`src/rtl/sha1ws_pkg.sv`:
```
package sha1ws_pkg;
  // Distances back from the new word to its four source words
  localparam int unsigned TAP_D0 = 3;
  localparam int unsigned TAP_D1 = 8;
  localparam int unsigned TAP_D2 = 14;

  function automatic logic [31:0] rotl1_32(input logic [31:0] x);
    return {x[30:0], x[31]};
  endfunction
endpackage

```
`src/rtl/ws_expand.sv`:
```
module ws_expand #(
  parameter int unsigned WORD_W = 32
) (
  input  logic [WORD_W-1:0] w_d3,
  input  logic [WORD_W-1:0] w_d8,
  input  logic [WORD_W-1:0] w_d14,
  input  logic [WORD_W-1:0] w_d16,
  output logic [WORD_W-1:0] w_new
);
  logic [WORD_W-1:0] mix;

  always_comb begin
    mix   = w_d3 ^ w_d8 ^ w_d14 ^ w_d16;
    w_new = {mix[WORD_W-2:0], mix[WORD_W-1]};
  end
endmodule

```
`src/rtl/ws_window.sv`:
```
module ws_window #(
  parameter int unsigned WORD_W = 32,
  parameter int unsigned DEPTH  = 16,
  parameter int unsigned DIST0  = 3,
  parameter int unsigned DIST1  = 8,
  parameter int unsigned DIST2  = 14
) (
  input  logic                    clk,
  input  logic                    rst_n,
  input  logic                    load,
  input  logic [WORD_W*DEPTH-1:0] load_words,
  input  logic                    shift,
  input  logic [WORD_W-1:0]       shift_in,
  output logic [WORD_W-1:0]       head,
  output logic [WORD_W-1:0]       tap0,
  output logic [WORD_W-1:0]       tap1,
  output logic [WORD_W-1:0]       tap2
);
  localparam int unsigned BLK_W = WORD_W * DEPTH;
  localparam int unsigned IDX0  = DEPTH - DIST0;
  localparam int unsigned IDX1  = DEPTH - DIST1;
  localparam int unsigned IDX2  = DEPTH - DIST2;

  // slot k holds the word for step (current + k)
  logic [WORD_W-1:0] slot [DEPTH];

  for (genvar k = 0; k < DEPTH; k++) begin : g_slot
    logic [WORD_W-1:0] nxt;
    if (k == DEPTH - 1) begin : g_top
      assign nxt = shift_in;
    end else begin : g_mid
      assign nxt = slot[k+1];
    end

    always_ff @(posedge clk or negedge rst_n) begin
      if (!rst_n) begin
        slot[k] <= '0;
      end else if (load) begin
        slot[k] <= load_words[BLK_W-1-k*WORD_W -: WORD_W];
      end else if (shift) begin
        slot[k] <= nxt;
      end
    end
  end

  assign head = slot[0];
  assign tap0 = slot[IDX0];
  assign tap1 = slot[IDX1];
  assign tap2 = slot[IDX2];
endmodule

```
`src/rtl/ws_step_ctr.sv`:
```
module ws_step_ctr #(
  parameter int unsigned NUM_STEPS = 80,
  parameter int unsigned STEP_W    = $clog2(NUM_STEPS + 1)
) (
  input  logic              clk,
  input  logic              rst_n,
  input  logic              restart,
  input  logic              advance,
  output logic [STEP_W-1:0] step,
  output logic              active,
  output logic              final_step
);
  localparam logic [STEP_W-1:0] DONE = STEP_W'(NUM_STEPS);
  localparam logic [STEP_W-1:0] LAST = STEP_W'(NUM_STEPS - 1);

  logic [STEP_W-1:0] cnt;

  always_ff @(posedge clk or negedge rst_n) begin
    if (!rst_n) begin
      cnt <= DONE;
    end else if (restart) begin
      cnt <= '0;
    end else if (advance && cnt != DONE) begin
      cnt <= cnt + 1'b1;
    end
  end

  assign step       = cnt;
  assign active     = (cnt < DONE);
  assign final_step = (cnt == LAST);
endmodule

```
`src/rtl/sha1_wsched.sv`:
```
module sha1_wsched #(
  parameter int unsigned WORD_W    = 32,
  parameter int unsigned WIN_DEPTH = 16,
  parameter int unsigned NUM_STEPS = 80,
  localparam int unsigned BLK_W    = WORD_W * WIN_DEPTH,
  localparam int unsigned STEP_W   = $clog2(NUM_STEPS + 1)
) (
  input  logic              clk,
  input  logic              rst_n,
  input  logic              load_valid,
  input  logic [BLK_W-1:0]  load_block,
  input  logic              word_ready,
  output logic              word_valid,
  output logic [WORD_W-1:0] word_data,
  output logic [STEP_W-1:0] word_step,
  output logic              word_last
);
  import sha1ws_pkg::*;

  logic              xfer;
  logic              active;
  logic              fin;
  logic [WORD_W-1:0] head, t0, t1, t2, fresh;

  assign xfer = active & word_ready;

  ws_step_ctr #(.NUM_STEPS(NUM_STEPS), .STEP_W(STEP_W)) u_ctr (
    .clk        (clk),
    .rst_n      (rst_n),
    .restart    (load_valid),
    .advance    (xfer),
    .step       (word_step),
    .active     (active),
    .final_step (fin)
  );

  ws_window #(
    .WORD_W (WORD_W),
    .DEPTH  (WIN_DEPTH),
    .DIST0  (TAP_D0),
    .DIST1  (TAP_D1),
    .DIST2  (TAP_D2)
  ) u_win (
    .clk        (clk),
    .rst_n      (rst_n),
    .load       (load_valid),
    .load_words (load_block),
    .shift      (xfer),
    .shift_in   (fresh),
    .head       (head),
    .tap0       (t0),
    .tap1       (t1),
    .tap2       (t2)
  );

  ws_expand #(.WORD_W(WORD_W)) u_exp (
    .w_d3  (t0),
    .w_d8  (t1),
    .w_d14 (t2),
    .w_d16 (head),
    .w_new (fresh)
  );

  assign word_valid = active;
  assign word_data  = head;
  assign word_last  = fin;
endmodule

```
`config.mk`:
```
export PLATFORM = sky130hd
export DESIGN_NAME = sha1_wsched
export DESIGN_NICKNAME = d
export VERILOG_FILES = /design/src/rtl/sha1ws_pkg.sv /design/src/rtl/ws_expand.sv /design/src/rtl/ws_window.sv /design/src/rtl/ws_step_ctr.sv /design/src/rtl/sha1_wsched.sv
export SDC_FILE = /design/constraint.sdc
export NUM_CORES = 1
export LEC_CHECK = 0
export ABC_AREA = 0
export BUFFER_PORTS_ARGS = -buffer_cell sky130_fd_sc_hd__buf_2
export CAP_MARGIN = 20
export CORE_UTILIZATION = 30
export CTS_CLUSTER_SIZE = 12
export DETAILED_ROUTE_END_ITERATION = 16
export HOLD_SLACK_MARGIN = 0.1
export PLACE_DENSITY = 0.6
export REMOVE_ABC_BUFFERS = 1
export SYNTH_ARGS = -nofsm -noshare
export SYNTH_HDL_FRONTEND = slang
export SYNTH_SLANG_ARGS = --single-unit
```
`constraint.sdc`:
```
create_clock -name clk -period 5.2 [get_ports clk]
set_clock_uncertainty 0.2 [all_clocks]
set_input_delay 0.26 -clock clk [delete_from_list [all_inputs] [get_ports clk]]
set_output_delay 0.26 -clock clk [all_outputs]
set_load 0.05 [all_outputs]
```
======== Word level (Yosys, flattened, before mapping) ========
Index checks and enable logic that the tools add are counted.
storage, ports and cells
  bits in registers ....................... 519
  input bits .............................. 516
  output and inout bits ................... 41
  logic and storage cells ................. 62
operators by class
  $add $sub $neg .......................... 1
  magnitude comparators ................... 1
  equal/unequal tests ..................... 2
  multiplexer cells ....................... 34
  bitwise gates (word level) .............. 4
  reduce and logical (&&, ||, !) cells .... 3
operators by type and width
  kind                   number
  $mux W32               32
  $xor A32 B32 Y32       3
  $mux W7                2
  $add A7 B1 Y7 const B  1
  $eq A7 B7 Y1 const B   1
  $lt A7 B7 Y1 const B   1
  $ne A7 B7 Y1 const B   1
  $reduce_bool A2 Y1     2
  $and A1 B1 Y1          1
  $logic_and A1 B1 Y1    1

======== Depth between registers and ports, before layout ========
  depth in word-level cells ............... 5
  gate-level depth with buffers ........... 7
  mapped depth without buffers ............ 4

======== Modules after synthesis ========
From an unflattened synthesis, not the netlist that was laid out.
unflattened totals
  cell total of the unflattened synthesis .. 2364
  area total of the unflattened synthesis .. 25248.0 sq um
by module, submodules not included
  module       instances  cells each  area an instance (sq um)
  ws_window    1          2219        23946.7
  ws_expand    1          96          840.8
  ws_step_ctr  1          48          454.2
  sha1_wsched  1          1           6.3

======== Worst setup path before layout ========
Ideal clock, no wire load.
  kind .................................... register -> output
  start ................................... reg u_ctr.cnt[1] (netlist: u_ctr.step[1])
  end ..................................... out word_last
  arrival time ............................ 2.749 ns
  setup slack ............................. 1.991 ns
  stages on the path, launching flop included .. 4
  path buffers ............................ 0
  path through ............................ dfrtp_1 ha_1 nand3_1 nor4b_1
between the ends
  cells in the longest elaborated chain, start to end .. 1
ends and longest elaborated chain
  item                      RTL line           text
  start: declaration        ws_step_ctr.sv:16  logic [STEP_W-1:0] cnt;
  start signal: assignment  ws_step_ctr.sv:24  cnt <= cnt + 1'b1;
  $eq A7 B7 Y1              ws_step_ctr.sv:30  assign final_step = (cnt == LAST);
  end: declaration          sha1_wsched.sv:16  output logic word_last
No other way between the ends.

======== Final worst setup path ========
  start ................................... reg u_ctr.cnt[4] (netlist: u_ctr.step[4])
  end ..................................... out word_valid
between the ends
  cells in the longest elaborated chain, start to end .. 1
ends and longest elaborated chain
  item              RTL line           text
  $lt A7 B7 Y1      ws_step_ctr.sv:29  assign active = (cnt < DONE);
  end: declaration  sha1_wsched.sv:13  output logic word_valid,
No other way between the ends.

==> impl_metrics.ini <==
[run_status]
status = finished clean

[detailed_routing]
vias = 27539
route.detailed.drc = 0
drt_iter0_markers = 2545
wl_per_cell_um = 18.3
ant_nets = 0
vias_per_cell = 5.18
firstDrtPassIters = 6
wl_mm = 97.6

[global_route]
grt_pass1_vias = 27632
track_usage_pct = 20.3
grt_start_max_net_pins = 203
antenna_found_initial = 13
grt_pass1_wl_mm = 155
overflow = 0

[clock_tree]
cts_resized = 0
clk_latency_ps = 640
clock_path_buffers = 3
cts_tree = done
clk_pin_slew_ps = 60
cts_hold_buf = 598
htreeDepth = 2
clock-root-buffer = clkbuf_16
cts.sinks = 519
post_cts_buffers = 0
cts_buffers = 60

[sta]
timing.fmax_mhz = 271
min_period_over_period_pct = 70.9
final_max_slew_viol_count = 0
max_slew_margin_pct = 17.2
rsz0062_at_grt = no
period_needed_ps = 3690
finalHoldViolations = 0
setup_viol = 0
worst_slew_pin_slew_ps = 1240

[floorplan]
core_um2 = 90600
die_y_um = 305
dieArea_um2 = 93200
num_rows = 110
initial_core_util_pct = 30.5
die_w_um = 305
io_pins = 557

[synthesis]
seq_area_frac_synth_pct = 47.1
yosys.area.top_type_share_pct = 46.9
syn_inst = 3150
synth_warnings = 0
synth_top_cell_by_area = dfrtp_1
ys_seq_elements = 519
synthesis.area_um2 = 27600
synth_area_leaders = dfrtp_1 (47%), nand3_1 (11%), nor2b_1 (8.4%)
synth_cell_type_count = 35
avgSynthCellArea_um2 = 8.76

[placement]
gp_congestion = 0.834
dp_cells = 4601
dp_hpwl_mm = 55.8
placement.io_buffers = 556

[flow_run]
drv_cap = 0

[power]
power_density_nw_per_um2 = 287
peakVddDrop_v = 0.000235
leakage_nw = 17.2

[critical_path]
cp_slowest_cell = o21a_4
endpoint_kind = output pin
crit_buf_inv = 3
cp.required_ps = 4740
crit_family = buffers and inverters
arrival_ps = 3230
path_cells = o21a_4, inv_16, buf_12, buf_2
cp-start-kind = register
path_class = register to output pin
cpPeakStageDelay_ps = 650
crit_fanout = 166

[finish]
final_util_pct = 43.2
final_cell_count_no_fill = 5321
drive_above_1_share_pct = 17.6
area_growth_pct = 41.6
layout_common_cells = nand3_1 (618), dlygate4sd3_1 (598), buf_2 (553)
final_common_cell = nand3_1
nets = 4603

[min_path]
min_path_type = primary input to asynchronous set/reset pin
-- state kept, by name, indices dropped and copies added, names as in the netlist --
name and flops:
u_win.g_slot.nxt 384, u_win.tap0 32, u_win.tap2 32, u_win.tap1 32, u_win.head 32, u_ctr.step 7
-- stage by stage --
| step | cell area, um2 | total power, mW | setup slack, ps | TNS, ps | hold WS (ps) |
|---|---|---|---|---|---|
| global placement | 31100 | 6.50 | 2220 | 0 | 183 |
| finish | 39100 | 11.2 | 1510 | 0 | 113 |
| floorplan | 26300 | 5.73 | -9560 | -4397800 | -236 |
| detailed placement | 31100 | 6.53 | 2180 | 0 | 187 |
| global route | 39100 | 11.7 | 1520 | 0 | 165 |
| CTS | 39100 | 11.3 | 1670 | 0 | 111 |
-- cell families after synthesis --
logic type	after synthesis	synth area share [%]
simple gates	1571	29.1
flops	519	47.1
xor+xnor	96	3.05
buf+inv	356	5.37
compound gates	606	15.3
fa+ha+maj	2	0.0907
-- synthesized netlist by cell type (all sizes together) --
library cell  count
nor4b             1
inv              36
o31ai             3
nor2              3
a21oi            84
xnor2            96
o21a              1
a311oi            1
nor3            110
nand3           618
a211o            31
ha                2
o211ai            1
nand2           355
or4               3
nand2b          110
o21ba             1
clkinv            1
clkbuf          223
dfstp             2
o221ai           31
buf              96
nor2b           370
o311ai           32
dfrtp           517
o21ai           293
or3               1
a221o           127
a31o              1
-- layer usage --
| metal | up-vias | global-route usage, % | wire length [um] |
|---|---|---|---|
| met3 | 193 | 3.42 | 5690 |
| met1 | 13515 | 27.6 | 43400 |
| met2 | 948 | 32.4 | 45400 |
| met4 | 0 | 7.39 | 3170 |
| met5 | - | 0 | 0 |
| li1 | 12883 | - | - |
-- area by class of cell --
| class | count | area (um2) |
|---|---|---|
| antenna | 14 | 35.0 |
| clock buffer | 97 | 1880 |
| clock inverter | 11 | 114 |
| fill | 8666 | 51500 |
| inverter | 37 | 163 |
| multi-input combinational | 2275 | 13100 |
| sequential | 519 | 13000 |
| tap | 1176 | 1470 |
| timing repair buffer | 1192 | 9280 |
-- where the power goes --
| group | internal, mW | switching [mW] |
|---|---|---|
| clock network | 2.55 | 1.79 |
| logic | 1.10 | 1.15 |
| registers | 4.46 | 0.163 |
-- worst paths after layout --
kind                            startpoint                  endpoint  slack (ps)  depth (start not counted)
min in group clk           load_block[479]   u_win.g_slot[0].nxt[31]         170                          4
setup / recovery             u_ctr.step[4]                word_valid        1510                          4
hold reg to reg              u_ctr.step[4]             u_ctr.step[4]         350                          2
hold / removal                       rst_n  u_win.g_slot[14].nxt[28]         110                          2
max in group asynchronous            rst_n    u_win.g_slot[8].nxt[6]        3400                          3
setup reg to reg             u_ctr.step[4]            u_win.head[16]        1620                          6
-- worst reg2reg max path, delay by kind of cell, from the launching register on --
kind | cells | cell delay, ps
AO/OA/AOI/OAI | 2 | 820
flip-flops | 1 | 590
AND/OR/NAND/NOR | 1 | 600
buffers and inverters | 3 | 1250
Note: power is estimated with default switching activity, not from simulation.
